### config.mk
export PLATFORM = sky130hd
export DESIGN_NAME = sd_sampling_ctrl_regs
export DESIGN_NICKNAME = d
export VERILOG_FILES = /design/src/rtl/sccr_pkg.sv /design/src/rtl/sccr_addr_dec.sv /design/src/rtl/sccr_retune_status.sv /design/src/rtl/sccr_rd_mux.sv /design/src/rtl/sd_sampling_ctrl_regs.sv
export SDC_FILE = /design/constraint.sdc
export NUM_CORES = 1
export LEC_CHECK = 0
export CORE_ASPECT_RATIO = 0.7
export CORE_MARGIN = 5
export CORE_UTILIZATION = 30
export DETAILED_ROUTE_END_ITERATION = 12
export GPL_ROUTABILITY_DRIVEN = 0
export PLACE_DENSITY_LB_ADDON = 0.05
export SYNTH_ARGS = -nofsm -noshare
export SYNTH_HDL_FRONTEND = slang
export SYNTH_SLANG_ARGS = --single-unit
### constraint.sdc
create_clock -name clk -period 1.6 [get_ports clk]
set_clock_uncertainty 0.05 [all_clocks]
set_input_delay 0.16 -clock clk [delete_from_list [all_inputs] [get_ports clk]]
set_output_delay 0.16 -clock clk [all_outputs]
set_load 0.01 [all_outputs]
### src/rtl/sccr_pkg.sv
package sccr_pkg;
  localparam int NUM_REGS = 6;

  typedef enum logic [2:0] {
    RI_TAPCTL  = 3'd0,
    RI_TAPSET  = 3'd1,
    RI_INITPOS = 3'd2,
    RI_CLKSEL  = 3'd3,
    RI_RTCTL   = 3'd4,
    RI_RTREQ   = 3'd5
  } reg_idx_e;

  localparam int TAPNUM_LSB = 16;
  localparam int TAPNUM_W   = 8;
  localparam int ERRFLAG_BIT = 2;
endpackage

### src/rtl/sccr_addr_dec.sv
module sccr_addr_dec
  import sccr_pkg::*;
#(
  parameter int ADDR_W    = 8,
  parameter int BUS_SHIFT = 1
) (
  input  logic [ADDR_W-1:0]   addr_i,
  output logic [NUM_REGS-1:0] sel_o
);
  localparam int LOW_W = BUS_SHIFT + 1;
  localparam int IDX_W = ADDR_W - LOW_W;

  logic             aligned;
  logic [IDX_W-1:0] idx;

  assign aligned = (addr_i[LOW_W-1:0] == '0);
  assign idx     = addr_i[ADDR_W-1:LOW_W];

  for (genvar k = 0; k < NUM_REGS; k++) begin : g_sel
    assign sel_o[k] = aligned && (idx == IDX_W'(k));
  end

  always_comb begin
    p_sel_onehot_r2: assert ($onehot0(sel_o));
  end
endmodule

### src/rtl/sccr_retune_status.sv
module sccr_retune_status (
  input  logic clk,
  input  logic rst,
  input  logic err_pulse_i,
  input  logic req_wr_i,
  input  logic req_keep_i,
  input  logic en_next_i,
  output logic flag_o,
  output logic err_o
);
  logic flag_d;

  assign flag_d = err_pulse_i | (flag_o & ~(req_wr_i & ~req_keep_i));

  always_ff @(posedge clk) begin
    if (rst) begin
      flag_o <= 1'b0;
      err_o  <= 1'b0;
    end else begin
      flag_o <= flag_d;
      err_o  <= flag_d & en_next_i;
    end
  end

  p_flag_set_r8: assert property (@(posedge clk) disable iff (rst)
    err_pulse_i |=> flag_o);
  p_flag_clear_r8: assert property (@(posedge clk) disable iff (rst)
    (req_wr_i && !req_keep_i && !err_pulse_i) |=> !flag_o);
endmodule

### src/rtl/sccr_rd_mux.sv
module sccr_rd_mux
  import sccr_pkg::*;
#(
  parameter int DATA_W   = 32,
  parameter int TAP_W    = 3,
  parameter int NUM_TAPS = 8
) (
  input  logic                clk,
  input  logic                rst,
  input  logic                rd_i,
  input  logic [NUM_REGS-1:0] sel_i,
  input  logic                tap_en_i,
  input  logic [TAP_W-1:0]    tap_set_i,
  input  logic [TAP_W-1:0]    init_pos_i,
  input  logic                clk_sel_i,
  input  logic                rt_en_i,
  input  logic                flag_i,
  output logic [DATA_W-1:0]   rdata_o
);
  logic [DATA_W-1:0] rd_val;

  always_comb begin
    rd_val = '0;
    if (sel_i[RI_TAPCTL]) begin
      rd_val[0] = tap_en_i;
      rd_val[TAPNUM_LSB +: TAPNUM_W] = TAPNUM_W'(NUM_TAPS);
    end
    if (sel_i[RI_TAPSET])  rd_val[TAP_W-1:0] = tap_set_i;
    if (sel_i[RI_INITPOS]) rd_val[TAP_W-1:0] = init_pos_i;
    if (sel_i[RI_CLKSEL])  rd_val[0] = clk_sel_i;
    if (sel_i[RI_RTCTL])   rd_val[0] = rt_en_i;
    if (sel_i[RI_RTREQ])   rd_val[ERRFLAG_BIT] = flag_i;
  end

  always_ff @(posedge clk) begin
    if (rst)       rdata_o <= '0;
    else if (rd_i) rdata_o <= rd_val;
  end

  p_tapnum_fixed_r4: assert property (@(posedge clk) disable iff (rst)
    (rd_i && sel_i[RI_TAPCTL]) |=> rdata_o[TAPNUM_LSB +: TAPNUM_W] == TAPNUM_W'(NUM_TAPS));
  p_rdata_hold_r10: assert property (@(posedge clk) disable iff (rst)
    !rd_i |=> $stable(rdata_o));
endmodule

### src/rtl/sd_sampling_ctrl_regs.sv
module sd_sampling_ctrl_regs
  import sccr_pkg::*;
#(
  parameter int ADDR_W    = 8,
  parameter int DATA_W    = 32,
  parameter int BUS_SHIFT = 1,
  parameter int NUM_TAPS  = 8
) (
  input  logic                      clk,
  input  logic                      rst,
  input  logic                      bus_wr,
  input  logic                      bus_rd,
  input  logic [ADDR_W-1:0]         bus_addr,
  input  logic [DATA_W-1:0]         bus_wdata,
  output logic [DATA_W-1:0]         bus_rdata,
  input  logic                      retune_err_pulse_i,
  output logic                      tap_en_o,
  output logic [$clog2(NUM_TAPS)-1:0] tap_sel_o,
  output logic [$clog2(NUM_TAPS)-1:0] init_tap_o,
  output logic                      samp_clk_sel_o,
  output logic                      retune_err_o
);
  localparam int TAP_W = $clog2(NUM_TAPS);

  logic [NUM_REGS-1:0] sel;
  logic                rt_en_q;
  logic                rt_en_d;
  logic                err_flag;
  logic                unused_wbits;

  assign unused_wbits = ^bus_wdata[DATA_W-1:TAP_W];

  sccr_addr_dec #(.ADDR_W(ADDR_W), .BUS_SHIFT(BUS_SHIFT)) dec_i (
    .addr_i (bus_addr),
    .sel_o  (sel)
  );

  assign rt_en_d = (bus_wr && sel[RI_RTCTL]) ? bus_wdata[0] : rt_en_q;

  always_ff @(posedge clk) begin
    if (rst) begin
      tap_en_o       <= 1'b0;
      tap_sel_o      <= '0;
      init_tap_o     <= '0;
      samp_clk_sel_o <= 1'b0;
      rt_en_q        <= 1'b0;
    end else begin
      rt_en_q <= rt_en_d;
      if (bus_wr) begin
        if (sel[RI_TAPCTL])  tap_en_o       <= bus_wdata[0];
        if (sel[RI_TAPSET])  tap_sel_o      <= bus_wdata[TAP_W-1:0];
        if (sel[RI_INITPOS]) init_tap_o     <= bus_wdata[TAP_W-1:0];
        if (sel[RI_CLKSEL])  samp_clk_sel_o <= bus_wdata[0];
      end
    end
  end

  sccr_retune_status status_i (
    .clk         (clk),
    .rst         (rst),
    .err_pulse_i (retune_err_pulse_i),
    .req_wr_i    (bus_wr && sel[RI_RTREQ]),
    .req_keep_i  (bus_wdata[ERRFLAG_BIT]),
    .en_next_i   (rt_en_d),
    .flag_o      (err_flag),
    .err_o       (retune_err_o)
  );

  sccr_rd_mux #(.DATA_W(DATA_W), .TAP_W(TAP_W), .NUM_TAPS(NUM_TAPS)) rdmux_i (
    .clk        (clk),
    .rst        (rst),
    .rd_i       (bus_rd),
    .sel_i      (sel),
    .tap_en_i   (tap_en_o),
    .tap_set_i  (tap_sel_o),
    .init_pos_i (init_tap_o),
    .clk_sel_i  (samp_clk_sel_o),
    .rt_en_i    (rt_en_q),
    .flag_i     (err_flag),
    .rdata_o    (bus_rdata)
  );

  p_tapset_next_r3: assert property (@(posedge clk) disable iff (rst)
    (bus_wr && sel[RI_TAPSET]) |=> tap_sel_o == $past(bus_wdata[TAP_W-1:0]));
  p_err_gated_r9: assert property (@(posedge clk) disable iff (rst)
    retune_err_o |-> (rt_en_q && err_flag));
  p_err_reported_r9: assert property (@(posedge clk) disable iff (rst)
    (rt_en_q && err_flag) |-> retune_err_o);
endmodule

==> flow_summary.rst <==
.. list-table::
   :header-rows: 1

   * - Metric
     - Value
   * - Worst reg-to-reg path cell count
     - 3
   * - Leakage dissipation
     - 0.606 nW
   * - Overall Global Routing Usage
     - 10.4%
   * - Most area-consuming cells after synthesis
     - dfxtp_1 (33%), buf_4 (23%), mux2i_1 (9.9%)
   * - CP Capture Type
     - flip-flop
   * - Remaining routing DRC violations
     - 0
   * - Number of maximum-capacitance violations
     - 0
   * - Max-slew violation count
     - 0
   * - Antenna fix cells
     - 0
   * - Cell row count
     - 16
   * - Biggest area consumer among synthesized cells
     - dfxtp_1
   * - Floorplan die area
     - 4270 µm²
   * - Worst setup SP type
     - primary input
   * - Antenna Nets Post-Route
     - 0
   * - Die Wd
     - 76.0 µm
   * - Worst setup slack after placement
     - -0.172 ns
   * - Gate Count Post-Synth
     - 102
   * - R2R Setup Slk
     - 0.35 ns
   * - Switching portion of total power
     - 26.9%
   * - Global route total overflow
     - 0
   * - Final count of negative-setup-slack endpoints
     - 0
   * - Cell breakdown of the critical path
     - clkdlybuf4s50_1 > nor4b_2 > nand3_1 > mux2i_1 > nor2_1
   * - CTS Root Buffer Type
     - clkbuf_8
   * - Pint
     - 621 µW
   * - Sequential Power Share
     - 44.5%
   * - Overall via count from detail_route
     - 787
   * - Mean instance size in the synthesized netlist
     - 8.95 µm²
   * - Yosys top cell area share
     - 32.9%
   * - Instance area at placement
     - 1230 µm²
   * - Crit path arrival time
     - 1.58 ns
   * - Classification of the worst-slack hold path
     - in -> reg
   * - Critical setup path kind
     - in -> reg
   * - R2r endpoint
     - rdmux_i.rdata_o[0]
   * - Clock network latency to the later pin of the worst-skew pair
     - 0.25 ns
   * - Dominant synthesized flop cell
     - dfxtp_1
   * - Master of the slowest instance on the critical path
     - clkdlybuf4s50_1
   * - Detailed Routing Iterations Pass 1
     - 4
   * - Run status
     - complete, no violations
   * - Power per unit of standard cell area
     - 652 nW/µm²
   * - Max clock buf depth
     - 2
   * - Post-Route Setup TNS
     - 0 ns
   * - Net count of the finished layout
     - 192
   * - Proportion of power drawn by combinational gates
     - 17.0%
   * - Wire length per cell
     - 12.3 µm
   * - Antenna violations before repair
     - 0
   * - Initial drt markers
     - 28
   * - Setup Fix Bufs, Post-CTS
     - 0
   * - Via count of the first global-routing pass
     - 777
   * - Pin count of the biggest net entering global routing
     - 11
   * - Portion of the clock cycle consumed by the worst path in the final layout
     - 92.2%
   * - Cell depth of the worst hold path
     - 5
   * - Core box area
     - 2860 µm²
   * - FMAX
     - 678 MHz
   * - Maximum fanout encountered on the critical timing path
     - 3
   * - CTS tree
     - done
   * - Cts bufs inserted
     - 3
   * - Post-CTS sizing
     - 0
   * - Largest voltage drop on the vdd net
     - 290 µV
   * - Final design area excluding fillers
     - 1300 µm²
   * - CTS H-tree lvls
     - 1
   * - Number of sinks handled by clock tree synthesis
     - 15
   * - Final critical-path required period
     - 1.48 ns
   * - Flops & latches, synth
     - 15
   * - Crit path largest cell delay
     - 0.46 ns
   * - First-pass GRT wire length
     - 3660 µm
   * - Yosys cell types
     - 29
   * - Buffers on Ports
     - 28
   * - Hold_buf cts
     - 0
   * - Final core utilization
     - 45.5%
   * - Proportion of synthesized chip area in sequential cells
     - 32.9%
   * - Hold Path End
     - rdmux_i.rdata_o[19]
   * - Worst-path clk slew
     - 0.07 ns
   * - Worst-case setup margin in the final layout
     - 0.125 ns
   * - Portion of total power attributed to the clock network
     - 38.5%
   * - Launch point of the worst hold path
     - bus_addr[2]
   * - Synth-to-Final Area Change
     - 42.7%
   * - Count of flip-flops with a built-in enable after synthesis
     - 0
   * - Summed instance area of the synthesized netlist
     - 913 µm²
   * - RSZ-0062 raised after global routing
     - true
   * - Final wirelength
     - 2240 µm
   * - Total number of yosys warnings
     - 0
   * - Effective utilization at floorplan
     - 31.9%
   * - Post-detail-place hpwl
     - 1850 µm
   * - Share of layout cells above drive strength 1
     - 19.9%
   * - Final Hold Fails
     - 0
   * - Net switching power figure
     - 229 µW
   * - Share of synthesized registers carrying an async set or reset
     - 0%
   * - FF-to-FF Start
     - tap_sel_o[0]
   * - # IOs
     - 86
   * - Die Height
     - 56.2 µm
   * - WP data required
     - 1.70 ns
   * - Via count normalized by instance count
     - 4.32
cells by family after synthesis:
family                 share of synthesized area [%]
other                                          0.411
multiplexers                                    13.6
AO/OA/AOI/OAI                                   5.75
AND/OR/NAND/NOR                                 23.0
buffers and inverters                           24.4
flip-flops                                      32.9
power by group through the flow:
stage / Sequential (mW) / Clock (mW) / Combinational (mW)
floorplan: 0.386 / 0 / 0.109
global placement: 0.386 / 0 / 0.140
detailed placement: 0.386 / 0 / 0.140
CTS: 0.378 / 0.346 / 0.141
global route: 0.378 / 0.364 / 0.156
finish: 0.378 / 0.327 / 0.145
how the worst max path moves through the flow:
stage	from	end	slack, ns	depth (start not counted)
2_1_floorplan	bus_addr[7]	rdmux_i.rdata_o[1]	0.34	4
3_3_place_gp	bus_addr[4]	tap_sel_o[0]	-0.16	5
3_5_place_dp	bus_addr[3]	rdmux_i.rdata_o[0]	-0.17	5
4_1_cts	bus_addr[2]	rdmux_i.rdata_o[1]	0.10	5
5_1_grt	bus_addr[4]	tap_sel_o[2]	-0.02	5
6_report	bus_addr[4]	tap_sel_o[0]	0.12	5
worst max-delay path: cells and delay by family:
| kind | cells | cell delay, ns |
|---|---|---|
| multiplexers | 1 | 0.21 |
| buffers and inverters | 1 | 0.46 |
| AND/OR/NAND/NOR | 3 | 0.74 |
cell usage after synthesis, types with 2 or more instances:
cell type / instances
buf_4: 28
nand4_1: 3
nand3_1: 4
nor2_1: 13
dfxtp_1: 15
nor2b_1: 2
nand2b_1: 3
a21oi_1: 5
mux2i_1: 9
sequential cells by signal (all words and copies together) (netlist names):
name             flops
tap_sel_o            3
init_tap_o           3
samp_clk_sel_o       1
rdmux_i.rdata_o      4
status_i.flag_o      1
tap_en_o             1
status_i.err_o       1
rt_en_q              1
routing by layer:
layer / global-route usage [%] / wire length, µm
met5: 0 / 0
met4: 4.57 / 32
met3: 3.07 / 225
met2: 17.0 / 952
met1: 12.7 / 1030
placed cells by master, fill, tap and decap left out, drive strengths merged, types with 2 or more instances in the layout:
| master | instances |
|---|---|
| conb | 28 |
| clkdlybuf4s50 | 26 |
| dfxtp | 15 |
| buf | 15 |
| nor2 | 13 |
| mux2i | 9 |
| a21oi | 5 |
| nand3 | 4 |
| nand2b | 3 |
| nand4 | 3 |
| clkbuf | 3 |
| nor4b | 2 |
| dlymetal6s2s | 2 |
| nor3 | 2 |
| nor2b | 2 |
| nand2 | 2 |
through the flow:
| stage | power, mW | cells | hold WS [ns] |
|---|---|---|---|
| after floorplan | 0.495 | 129 | 0.179 |
| after global placement | 0.526 | 178 | 0.411 |
| after detailed placement | 0.526 | 178 | 0.412 |
| after CTS | 0.864 | 182 | 0.424 |
| after global routing | 0.897 | 182 | 0.436 |
| final | 0.850 | 182 | 0.405 |
layout make-up:
cell class                 instances  area, µm²
tap                               36       45.0
inverter                           1       3.75
fill                             293       1560
sequential                        15        300
multi-input combinational         83        508
clock buffer                       3       41.3
timing repair buffer              43        398
clock inverter                     1       7.51
No activity file was read; power rests on OpenSTA's default activity.
